===== src/rtl/wdt_pkg.sv =====
package wdt_pkg;
  localparam int DATA_W  = 32;
  localparam int CNT_W   = 16;
  localparam int PRE_W   = 12;
  localparam logic [15:0] KEY_CNT = 16'h5A5A;
  localparam logic [23:0] KEY_CTL = 24'hA5A5A5;
  localparam int OFF_CNT  = 0;
  localparam int OFF_CTLA = 4;
  localparam int OFF_CTLB = 8;
  localparam int BIT_EN   = 7;
  localparam int BIT_PEND = 5;
  localparam int BIT_OVF  = 4;

  // terminal prescaler value (ratio - 1) for each select code
  function automatic logic [PRE_W-1:0] pre_limit(input logic [2:0] sel);
    logic [PRE_W:0] ratio;
    case (sel)
      3'd0: ratio = 13'd1;
      3'd1: ratio = 13'd4;
      3'd2: ratio = 13'd16;
      3'd3: ratio = 13'd32;
      3'd4: ratio = 13'd64;
      3'd5: ratio = 13'd128;
      3'd6: ratio = 13'd1024;
      default: ratio = 13'd4096;
    endcase
    pre_limit = PRE_W'(ratio - 13'd1);
  endfunction
endpackage


===== src/rtl/wdt_prescaler.sv =====
module wdt_prescaler import wdt_pkg::*; (
  input  logic       clk,
  input  logic       rst,
  input  logic       clr,
  input  logic       run,
  input  logic       tick,
  input  logic [2:0] sel,
  output logic       step
);
  logic [PRE_W-1:0] pre_q;
  logic [PRE_W-1:0] lim;

  always_comb begin
    lim  = pre_limit(sel);
    step = run && tick && (pre_q >= lim);
  end

  always_ff @(posedge clk) begin
    if (rst || clr)
      pre_q <= '0;
    else if (run && tick)
      pre_q <= (pre_q >= lim) ? '0 : pre_q + 1'b1;
  end
endmodule


===== src/rtl/wdt_load_sync.sv =====
module wdt_load_sync #(
  parameter int W          = 16,
  parameter int SYNC_TICKS = 3
) (
  input  logic         clk,
  input  logic         rst,
  input  logic         wr,
  input  logic [W-1:0] wval,
  input  logic         tick,
  output logic         pending,
  output logic         load,
  output logic [W-1:0] lval
);
  localparam int DLY_W = (SYNC_TICKS < 2) ? 1 : $clog2(SYNC_TICKS + 1);

  logic [W-1:0] hold_q;
  always_ff @(posedge clk) begin
    if (rst)     hold_q <= '0;
    else if (wr) hold_q <= wval;
  end
  assign lval = hold_q;

  generate
    if (SYNC_TICKS == 0) begin : g_direct
      logic wr_q;
      always_ff @(posedge clk) begin
        if (rst) wr_q <= 1'b0;
        else     wr_q <= wr;
      end
      assign pending = 1'b0;
      assign load    = wr_q;
    end else begin : g_delay
      logic             pend_q;
      logic [DLY_W-1:0] dly_q;
      always_ff @(posedge clk) begin
        if (rst) begin
          pend_q <= 1'b0;
          dly_q  <= '0;
        end else if (wr) begin
          pend_q <= 1'b1;
          dly_q  <= DLY_W'(SYNC_TICKS);
        end else if (pend_q && tick) begin
          dly_q <= dly_q - 1'b1;
          if (dly_q == DLY_W'(1)) pend_q <= 1'b0;
        end
      end
      assign pending = pend_q;
      assign load    = pend_q && tick && !wr && (dly_q == DLY_W'(1));
    end
  endgenerate
endmodule


===== src/rtl/wdt_counter.sv =====
module wdt_counter #(
  parameter int W = 16
) (
  input  logic         clk,
  input  logic         rst,
  input  logic         load,
  input  logic [W-1:0] lval,
  input  logic         step,
  output logic [W-1:0] count,
  output logic         wrap
);
  logic [W-1:0] cnt_q;

  assign wrap  = step && (&cnt_q);
  assign count = cnt_q;

  always_ff @(posedge clk) begin
    if (rst)       cnt_q <= '0;
    else if (load) cnt_q <= lval;
    else if (step) cnt_q <= cnt_q + 1'b1;
  end
endmodule


===== src/rtl/wdt_keyed.sv =====
module wdt_keyed import wdt_pkg::*; #(
  parameter int ADDR_W     = 4,
  parameter int SYNC_TICKS = 3
) (
  input  logic              clk,
  input  logic              rst,
  input  logic              por,
  input  logic [ADDR_W-1:0] bus_addr,
  input  logic              bus_we,
  input  logic [DATA_W-1:0] bus_wdata,
  output logic [DATA_W-1:0] bus_rdata,
  input  logic              tick_en,
  output logic              wd_reset_req
);
  logic             srst;
  logic             cnt_wr, ctla_wr, ctlb_wr;
  logic             en_q, ovf_q, req_q;
  logic [2:0]       sel_q;
  logic [7:0]       regb_q;
  logic             pending, load, step, wrap;
  logic [CNT_W-1:0] lval, cnt_q;
  logic [DATA_W-1:0] rd_d, rd_q;

  assign srst = rst | por;

  always_comb begin
    cnt_wr  = bus_we && (bus_addr == ADDR_W'(OFF_CNT))  && (bus_wdata[31:16] == KEY_CNT);
    ctla_wr = bus_we && (bus_addr == ADDR_W'(OFF_CTLA)) && (bus_wdata[31:8]  == KEY_CTL);
    ctlb_wr = bus_we && (bus_addr == ADDR_W'(OFF_CTLB)) && (bus_wdata[31:8]  == KEY_CTL);
  end

  always_ff @(posedge clk) begin
    if (srst) begin
      en_q   <= 1'b0;
      sel_q  <= 3'd0;
      regb_q <= 8'd0;
    end else begin
      if (ctla_wr) begin
        en_q  <= bus_wdata[BIT_EN];
        sel_q <= bus_wdata[2:0];
      end
      if (ctlb_wr) regb_q <= bus_wdata[7:0];
    end
  end

  wdt_load_sync #(.W(CNT_W), .SYNC_TICKS(SYNC_TICKS)) u_sync (
    .clk(clk), .rst(srst), .wr(cnt_wr), .wval(bus_wdata[CNT_W-1:0]),
    .tick(tick_en), .pending(pending), .load(load), .lval(lval)
  );

  wdt_prescaler u_pre (
    .clk(clk), .rst(srst), .clr(!en_q || load), .run(en_q && !pending),
    .tick(tick_en), .sel(sel_q), .step(step)
  );

  wdt_counter #(.W(CNT_W)) u_cnt (
    .clk(clk), .rst(srst), .load(load), .lval(lval), .step(step),
    .count(cnt_q), .wrap(wrap)
  );

  // sticky flag: only power-on reset clears it by reset
  always_ff @(posedge clk) begin
    if (por)                                 ovf_q <= 1'b0;
    else if (rst)                            ovf_q <= ovf_q;
    else if (wrap)                           ovf_q <= 1'b1;
    else if (ctla_wr && !bus_wdata[BIT_OVF]) ovf_q <= 1'b0;
  end

  always_ff @(posedge clk) begin
    if (srst) req_q <= 1'b0;
    else      req_q <= wrap;
  end
  assign wd_reset_req = req_q;

  always_comb begin
    rd_d = '0;
    if (bus_addr == ADDR_W'(OFF_CNT)) begin
      rd_d[CNT_W-1:0] = cnt_q;
    end else if (bus_addr == ADDR_W'(OFF_CTLA)) begin
      rd_d[BIT_EN]   = en_q;
      rd_d[BIT_PEND] = pending;
      rd_d[BIT_OVF]  = ovf_q;
      rd_d[2:0]      = sel_q;
    end else if (bus_addr == ADDR_W'(OFF_CTLB)) begin
      rd_d[7:0] = regb_q;
    end
  end

  always_ff @(posedge clk) begin
    if (srst) rd_q <= '0;
    else      rd_q <= rd_d;
  end
  assign bus_rdata = rd_q;
endmodule


===== config.mk =====
export PLATFORM = sky130hd
export DESIGN_NAME = wdt_keyed
export DESIGN_NICKNAME = d
export VERILOG_FILES = /design/src/rtl/wdt_pkg.sv /design/src/rtl/wdt_prescaler.sv /design/src/rtl/wdt_load_sync.sv /design/src/rtl/wdt_counter.sv /design/src/rtl/wdt_keyed.sv
export SDC_FILE = /design/constraint.sdc
export NUM_CORES = 1
export LEC_CHECK = 0
export CORE_ASPECT_RATIO = 0.9
export CORE_MARGIN = 8
export CORE_UTILIZATION = 55
export CTS_BUF_LIST = sky130_fd_sc_hd__clkbuf_4 sky130_fd_sc_hd__clkbuf_8 sky130_fd_sc_hd__clkbuf_16
export DETAILED_ROUTE_END_ITERATION = 8
export DONT_BUFFER_PORTS = 1
export GPL_TIMING_DRIVEN = 0
export PLACE_DENSITY = 0.81
export SLEW_MARGIN = 10
export SYNTH_ARGS = -nofsm -noshare
export SYNTH_HDL_FRONTEND = slang
export SYNTH_SLANG_ARGS = --single-unit

===== constraint.sdc =====
create_clock -name clk -period 2.9 [get_ports clk]
set_input_delay 0.29 -clock clk [delete_from_list [all_inputs] [get_ports clk]]
set_output_delay 0.29 -clock clk [all_outputs]
set_load 0.01 [all_outputs]

# ---- Yosys cells after proc, flatten, opt, wreduce, memory -nomap -nowiden
# Index checks and enable logic that the tools add are counted.
dict set report totals {
  elab_cells 80
  out_inout_bits 33
  inputBits 41
  reg_bits 93
}
dict set report op_classes {
  n_reduce_logical 30
  n_eq_ne 11
  bitwise_logic 3
  add_sub_neg 4
  n_lt_le_gt_ge 1
  muxes 18
}
# operator count
set ops {}
lappend ops {{$pmux W11 S7} 1}
lappend ops {{$mux W16} 2}
lappend ops {{$eq A24 B24 Y1 const B} 1}
lappend ops {{$add A16 B1 Y16 const B} 1}
lappend ops {{$eq A16 B15 Y1 const B} 1}
lappend ops {{$mux W8} 2}
lappend ops {{$reduce_and A16 Y1} 1}
lappend ops {{$logic_and A1 B1 Y1} 14}
lappend ops {{$add A12 B1 Y12 const B} 1}
lappend ops {{$ge A12 B12 Y1} 1}
lappend ops {{$mux W12} 1}
lappend ops {{$sub A12 B1 Y12 const B} 1}
lappend ops {{$eq A3 B3 Y1 const B} 3}
lappend ops {{$mux W1} 8}
lappend ops {{$reduce_bool A2 Y1} 4}
lappend ops {{$eq A3 B2 Y1 const B} 2}
lappend ops {{$mux W2} 3}
lappend ops {{$eq A4 B3 Y1 const B} 1}
lappend ops {{$eq A4 B4 Y1 const B} 1}
lappend ops {{$logic_not A1 Y1} 4}
lappend ops {{$logic_not A4 Y1} 1}
lappend ops {{$reduce_and A2 Y1} 2}
lappend ops {{$eq A3 B1 Y1 const B} 1}
lappend ops {{$logic_not A3 Y1} 1}
lappend ops {{other kinds (7)} 9}

# ---- Logic depth before layout (Yosys ltp)
# Gate-level depths: netlist of run 1.
dict set report logic_depth {
  word_depth 8
  mapped_depth 15
  mapped_depth_nobuf 13
}

# ---- By module
# A second synthesis of run 1 with hierarchy kept.
dict set report unflattened {
  cells_unflattened 458
  hier_area_um2 4166.5
}
# mod cells_per_inst area_per_inst_um2 seq_area_each_um2 n_inst
set modules_own_cells {}
lappend modules_own_cells {wdt_keyed 162 1502.7 600.6 1}
lappend modules_own_cells {wdt_prescaler 118 998.5 240.2 1}
lappend modules_own_cells {wdt_counter 112 943.4 320.3 1}
lappend modules_own_cells {wdt_load_sync 66 721.9 380.4 1}

# ---- Least setup slack after synthesis of run 1
# Ideal clock, no wire load.
dict set report synth_timing {
  path_kind {register to register}
  start {reg sel_q[1]}
  end {reg u_cnt.cnt_q[4], in the netlist u_cnt.count[4]}
  t_arrival_ns 2.961
  path_stages_with_launch 15
  setup_ns 0.117
  path_slack_ns -0.179
  synth_period_minus_slack_ns 3.079
  path_cell_list {dfxtp_1 clkbuf_1 or3_1 ha_1 nor3b_1 a21oi_1 a2bb2oi_1 ha_1 a21oi_1 o21ai_0 a221oi_1 buf_2 a211oi_1 xor2_1 a32o_1}
}
dict set report synth_between {
  elab_chain_cells 6
  elab_cells_between_ends 12
}
# element line
set synth_lines {}
lappend synth_lines {{start, declared} wdt_keyed.sv:18} ;# logic [2:0] sel_q;
lappend synth_lines {{start signal, assigned} wdt_keyed.sv:40} ;# sel_q <= bus_wdata[2:0];
lappend synth_lines {{$eq A3 B3 Y1 (tied with other cells)} wdt_pkg.sv:17} ;# case (sel)
lappend synth_lines {{$pmux W11 S7 (*)} wdt_pkg.sv:17}
lappend synth_lines {{$sub A12 B1 Y12 (*)} wdt_pkg.sv:27} ;# pre_limit = PRE_W'(ratio - 13'd1);
lappend synth_lines {{$ge A12 B12 Y1 (*)} wdt_prescaler.sv:15} ;# step = run && tick && (pre_q >= lim);
lappend synth_lines {{$logic_and A1 B1 Y1 (*)} wdt_prescaler.sv:15}
lappend synth_lines {{$reduce_bool A2 Y1 (no source line) (*)} -}
lappend synth_lines {{end signal, assigned} wdt_counter.sv:19} ;# else if (load) cnt_q <= lval;
lappend synth_lines {{end signal, assigned} wdt_counter.sv:20} ;# else if (step) cnt_q <= cnt_q + 1'b1;
lappend synth_lines {{end, declared} wdt_counter.sv:12} ;# logic [W-1:0] cnt_q;
# Mark *: on every way between the ends. The rest lies on a longest branch, timed or not.
# A chain may end at the register's enable or synchronous reset.

# ---- Worst setup path in the final report of run 1
dict set report layout_timing {
  start {reg sel_q[0]}
  end {reg u_cnt.cnt_q[9], in the netlist u_cnt.count[9]}
}
# Same word-level chain as after synthesis.

==> flow_summary.ini, run 1 <==
[run_status]
status = finished with violations
violations = setup timing

[timing]
skew_ns = 0.00663
post-route-period-util = 1.03
hold_viol_final = 0
max-slew-margin-rel = 0.205
hold_slack_ns = 0.0584
tightestPinTransition_ns = 1.18
setup_violations = 9
rsz0062_at_grt = true
fin_crit_ns = 2.99
drv_slew = 0
max_freq_mhz = 334
post-route-worst-setup-slack_ns = -0.0930

[critical_path]
cpPeakStageDelay_ns = 0.41
critPathKind = reg2reg
crit_family = compound AO/OA/AOI/OAI gates
crit_required_ns = 3.14
cp-start-kind = register
rrSetupSlack_ns = -0.09
end_kind = register
timing.rr.start = sel_q[0]$_SDFFE_PP0P_
path_buf_inv = 1
slowest_stage = or3_4
critPathMaxFanout = 5
crit_chain = or3_4, ha_4, nor3b_2, a21oi_1, a2bb2oi_2, ha_4, nand2_2, nor2_2, o311ai_4, buf_8, a2111oi_4, xnor2_1, a21oi_1
r2r_end = u_cnt.count[9]$_SDFFE_PP0P_
arrival_ns = 3.23
r2r_cells = 13

[synth]
synth_area_per_cell_um2 = 8.51
async_reset_ff_frac = 0
synth_area_mm2 = 0.00389
synth-seq-cells = 77
yosysWarnings = 0
synth_top_area_share = 0.396
synth_edf_count = 0
synthFlopType = dfxtp_1
netlist_top_cells_area = dfxtp_1 40%, nand2_1 5.6%, a21oi_1 5.4%
synth_top_cell_by_area = dfxtp_1
ys_seq_area_frac = 0.396
synth_cells = 457
netlist-cell-type-count = 56

[pwr]
ir_drop_mv = 0.339
cellPowerDensity_mw_per_mm2 = 408
p_leak_nw = 1.63

[place]
pre_cts_slack_ns = -0.352
port_buffers = 0
place_hpwl_um = 7330
gp_congestion = 0.893

[clock_tree]
worst_skew_pair.late_latency_ns = 0.36
root_buffer = clkbuf_8
clkTransAtPathRegs_ns = 0.08
max-clock-path-buffers = 2
cts_buffers = 9
cts_max_level = 3
cts_tree = yes
clock-sinks = 77

[die]
core_mm2 = 0.00697
die_w_um = 105
row_count = 29
ios = 74
initial_core_util = 0.558
die-area_mm2 = 0.0100
chipHeight_um = 95.8

[layout]
n_antenna_cell = 0
layout_commonest_cell = dfxtp_1
drive_above_1_share = 0.186
layout_common_cells = 74 x dfxtp_1, 57 x nand2_1, 46 x nor2_1, 41 x a21oi_1, 24 x buf_4
nets = 552
fin_util = 0.660
synthToLayoutAreaGrowth_pct = 18.1
fillCellCount = 542

[global_routing]
grt_max_degree = 15
grt_pass1_vias = 3411
grt_pass1_wl_um = 16600
overflow = 0
track_usage = 0.204
antenna_found_initial = 0

[drt]
viasPerCell = 5.90
wire_per_inst_um = 18.3
vias = 3500
routed_wirelength_um = 10800
antenna_left = 0
first_iter_violations = 289
first_pass_iters = 5
drc = 0

[flow_run]
maxCapViolCount = 0

[worst_hold_path]
hp-class = in2reg
min_to = u_sync.lval[6]$_SDFFE_PP0P_
holdCritStartpoint = bus_wdata[6]
hold_depth = 2
==> cell families (layout without fill, tap and decap cells) <==
family	Yosys count	count (layout)	share of synthesized area
AO/OA/AOI/OAI	92	92	0.154
other	1	16	0.000964
buffers and inverters	54	82	0.0753
flip-flops	77	77	0.396
AND/OR/NAND/NOR	176	176	0.225
adder cells (fa/ha/maj)	16	16	0.0515
multiplexers	16	16	0.0412
XOR/XNOR	25	25	0.0563
==> registers in the layout, summed over array words and instances, names as in the netlist <==
name	count
wd_reset_req	1
u_sync.pending	1
ovf_q	1
u_sync.g_delay.dly_q	2
en_q	1
u_pre.pre_q	12
bus_rdata	16
regb_q	8
sel_q	3
u_sync.lval	16
u_cnt.count	16
==> worst reg2reg max path, stage by stage, from the launching register on <==
cell and delay [ns]:
dfxtp_4 0.36, or3_4 0.41, ha_4 0.19, nor3b_2 0.17, a21oi_1 0.08, a2bb2oi_2 0.16
ha_4 0.29, nand2_2 0.06, nor2_2 0.12, o311ai_4 0.17, buf_8 0.20, a2111oi_4 0.38
xnor2_1 0.18, a21oi_1 0.10
==> what timing repair did <==
action                                  in CTS  in global routing
gates resized for setup                     32                 15
hold buffers                                 0                  0
pin swaps                                   13                 12
cloned                                       2                  0
buffers inserted                             8                  3
endpoints found under the setup margin      30                 30
==> area by class of cell <==
type	instances	area, µm²	share of cell area
clock inverters	6	46.3	0.0101
flip-flops and latches	77	1550	0.338
inverters	16	60.1	0.0131
repair buffers	13	114	0.0248
multi-input cells	341	2330	0.507
plain buffers	37	246	0.0536
well taps	93	116	0.0253
clock buffers	10	131	0.0286
==> report_power, final <==
part / internal (mW) / switching [mW]
clock network: 0.326 / 0.418
logic: 0.0323 / 0.0446
registers: 1.05 / 0.000833
==> cell usage after synthesis, types with 3 or more instances <==
cell	instances
dfxtp_1	77
nand2_1	58
nor2_1	48
a21oi_1	42
and3_1	17
xnor2_1	17
buf_4	16
ha_1	16
mux2i_1	16
o21ai_0	16
inv_1	15
clkbuf_1	12
a211oi_1	8
nand3_1	8
xor2_1	8
nor3_1	7
a2111oi_0	6
buf_2	6
nand4_1	6
nor4bb_1	6
nor2b_1	4
buf_6	3
nand2b_1	3
or3_1	3
==> layer usage <==
metal  vias up  track usage  share of wire  routed length (µm)
li1       1640            -              -                   -
met5         -            0              0                   0
met2       200        0.330           0.45                4900
met4         0        0.103          0.036                 385
met3        45       0.0756           0.10                1100
met1      1615        0.236           0.41                4450
==> through the flow <==
| stage | power [mW] | setup TNS [ns] | instance area (µm²) | std cells |
|---|---|---|---|---|
| 2_1_floorplan | 1.15 | 0 | 3980 | 472 |
| 3_3_place_gp | 1.16 | -5.70 | 4100 | 565 |
| 3_5_place_dp | 1.16 | -7.49 | 4100 | 565 |
| 4_1_cts | 1.88 | -0.416 | 4500 | 590 |
| 5_1_grt | 1.93 | -2.76 | 4600 | 593 |
| 6_report | 1.88 | -0.422 | 4600 | 593 |
==> how the worst max path moves through the flow <==
stage | startpoint | to | slack [ns] | depth (start not counted)
after floorplan | sel_q[1]$_SDFFE_PP0P_ | u_cnt.count[4]$_SDFFE_PP0P_ | 0.01 | 14
after global placement | sel_q[1]$_SDFFE_PP0P_ | u_pre.pre_q[3]$_SDFFE_PP0P_ | -0.29 | 14
after detailed placement | sel_q[1]$_SDFFE_PP0P_ | u_pre.pre_q[4]$_SDFFE_PP0P_ | -0.35 | 14
after CTS | sel_q[0]$_SDFFE_PP0P_ | u_cnt.count[4]$_SDFFE_PP0P_ | -0.09 | 13
after global routing | sel_q[2]$_SDFFE_PP0P_ | u_cnt.count[10]$_SDFFE_PP0P_ | -0.20 | 14
final | sel_q[0]$_SDFFE_PP0P_ | u_cnt.count[9]$_SDFFE_PP0P_ | -0.09 | 13
Note: power is estimated with default switching activity, not from simulation.
==> run 2: changes to the inputs <==
Settings changed: SLEW_MARGIN 10 to 20, SYNTH_HIERARCHICAL from default to 1.
==> run 2 against run 1 <==
- the flow still finishes with violations (setup timing)
- synthesized cell count increased by 0.22%
- worst hold slack better by 0.019 ns
- critical path depth up 4
==> flow_summary.ini, run 2 <==
[place]
gp_congestion = 0.830
dpl_cell_area_mm2 = 0.00442
port_buffers = 0
place_hpwl_um = 7720

[pwr]
p_clk_frac = 0.459
cellPowerDensity_mw_per_mm2 = 424
ir_drop_mv = 0.311
internal-power_mw = 1.66
p_switching_mw = 0.436
p_leak_nw = 1.87
pwr-share-seq = 0.502
netSwitchingFraction = 0.208
combPwrFrac = 0.038
p_total_mw = 2.10

[synth]
synth_edf_count = 0
synth-seq-cells = 77
async_reset_ff_frac = 0
synth_area_mm2 = 0.00417
synth_top_cell_by_area = dfxtp_1
netlist-cell-type-count = 64
ys_top_cells_by_count = 77 x dfxtp_1, 36 x nor2_1, 33 x a21oi_1
yosysWarnings = 6
synthFlopType = dfxtp_1
netlist_top_cells_area = dfxtp_1 37%, mux2i_1 5.3%, ha_1 4.8%
synth_top_area_share = 0.370
synth_cells = 458
synth_area_per_cell_um2 = 9.10
synth_most_common_cell = dfxtp_1
ys_seq_area_frac = 0.370

[clock_tree]
cts_max_level = 3
worst_skew_pair.late_latency_ns = 0.35
root_buffer = clkbuf_8
clkTransAtPathRegs_ns = 0.08
cts_tree = yes
clock-sinks = 77
max-clock-path-buffers = 2
cts_buffers = 9

[timing]
skew_ns = 0.00948
tightestPinTransition_ns = 0.991
drv_slew = 0
rsz0062_at_grt = true
max-slew-margin-rel = 0.339
hold_slack_ns = 0.0770
post-route-period-util = 1.09
setup_violations = 17
post-route-worst-setup-slack_ns = -0.259
max_freq_mhz = 317
hold_viol_final = 0
fin_crit_ns = 3.16

[layout]
synthToLayoutAreaGrowth_pct = 18.9
layout_commonest_cell = dfxtp_1
layout_common_cells = 74 x dfxtp_1, 36 x nor2_1, 33 x buf_4, 32 x a21oi_1, 22 x mux2i_1
fillCellCount = 576
finalInstanceArea_mm2 = 0.00495
n_antenna_cell = 0
ff_latch_area_mm2 = 0.00155
multiInputGateArea_mm2 = 0.00257
nets = 558
drive_above_1_share = 0.237

[run_status]
violations = setup timing
status = finished with violations

[die]
ios = 74
die_w_um = 108
core_mm2 = 0.00743
chipHeight_um = 98.6
row_count = 30
die-area_mm2 = 0.0106
initial_core_util = 0.561

[critical_path]
critPathKind = reg2reg
crit_chain = or3_4, ha_4, inv_2, and3_1, a21oi_1, nor2_1, a21oi_1, ha_1, nand2_2, o21ai_2, a21oi_4, a21oi_4, buf_6, nand3_4, nor4_4, nor3_2, a2111oi_1
cpPeakStageDelay_ns = 0.39
slowest_stage = dfxtp_4
crit_required_ns = 3.13
critPathMaxFanout = 11
crit_family = simple AND/OR/NAND/NOR gates
arrival_ns = 3.39
path_buf_inv = 2
end_kind = register
cp-start-kind = register

[global_routing]
antenna_found_initial = 0
grt_pass1_vias = 3451
grt_pass1_wl_um = 17000
track_usage = 0.199
overflow = 0
grt_max_degree = 19

[drt]
vias = 3539
wire_per_inst_um = 18.1
antenna_left = 0
first_iter_violations = 202
viasPerCell = 5.88
drc = 0
first_pass_iters = 5
routed_wirelength_um = 10900

[flow_run]
maxCapViolCount = 0

[worst_hold_path]
hp-class = in2reg
-- run 2: worst register-to-register path, cell delays in order (launching register included) --
cell and delay (ns):
dfxtp_4 0.39, or3_4 0.35, ha_4 0.18, inv_2 0.05, and3_1 0.14, a21oi_1 0.04, nor2_1 0.10, a21oi_1 0.05
ha_1 0.32, nand2_2 0.08, o21ai_2 0.16, a21oi_4 0.09, a21oi_4 0.16, buf_6 0.15, nand3_4 0.10, nor4_4 0.24
nor3_2 0.10, a2111oi_1 0.34
-- run 2: layout make-up --
| cell class | instances | area share |
|---|---|---|
| plain buffers | 35 | 0.0488 |
| clock buffers | 12 | 0.0344 |
| clock inverters | 4 | 0.0157 |
| inverters | 20 | 0.0152 |
| multi-input cells | 340 | 0.520 |
| flip-flops and latches | 77 | 0.314 |
| well taps | 96 | 0.0243 |
| repair buffers | 18 | 0.0285 |
-- run 2: logic make-up after synthesis --
family / count (synthesis) / synth area share
buffers and inverters: 56 / 0.0766
adder cells (fa/ha/maj): 16 / 0.0480
XOR/XNOR: 20 / 0.0420
other: 1 / 0.000900
AO/OA/AOI/OAI: 82 / 0.137
multiplexers: 22 / 0.0529
flip-flops: 77 / 0.370
AND/OR/NAND/NOR: 184 / 0.273
-- run 2: routing by layer --
metal | GRT usage | vias up | share of wire
met5 | 0 | - | 0
met4 | 0.0629 | 0 | 0.016
met3 | 0.0594 | 17 | 0.076
met2 | 0.328 | 150 | 0.50
met1 | 0.241 | 1678 | 0.41
li1 | - | 1694 | -
-- run 2: path summary, 6_finish.rpt --
path | from | to | slack [ns] | cells after the start
hold / removal | bus_wdata[3] | regb_q[3]$_SDFFE_PP0P_ | 0.08 | 2
setup reg to reg | sel_q[2]$_SDFFE_PP0P_ | u_cnt/count[13]$_SDFFE_PP0P_ | -0.26 | 17
setup / recovery | sel_q[2]$_SDFFE_PP0P_ | u_cnt/count[13]$_SDFFE_PP0P_ | -0.26 | 17
hold reg to reg | regb_q[3]$_SDFFE_PP0P_ | regb_q[3]$_SDFFE_PP0P_ | 0.48 | 2
-- run 2: metrics by stage --
stage               setup WS [ns]   util  setup TNS, ns  std cells
CTS                        -0.239  0.650          -2.17        600
detailed placement         -0.649  0.595         -11.61        569
finish                     -0.259  0.666          -2.27        602
global placement           -0.532  0.595          -9.84        569
global route               -0.346  0.666          -4.26        602
floorplan                  -0.193      -          -1.69        473
-- run 2: what timing repair did --
item,4_1_cts,5_1_grt
hold buffers,1,0
endpoints found under the setup margin,28,27
endpoints found under the hold margin,1,0
pin swaps,10,9
setup buffers,14,3
resized for setup,10,19
-- run 2: power by group through the flow --
stage	registers (mW)	logic (mW)	clock network (mW)
final	1.05	0.0801	0.965
after floorplan	1.08	0.0649	0
after detailed placement	1.08	0.0751	0
after global routing	1.05	0.0854	1.03
after global placement	1.08	0.0747	0
after CTS	1.06	0.0772	0.978
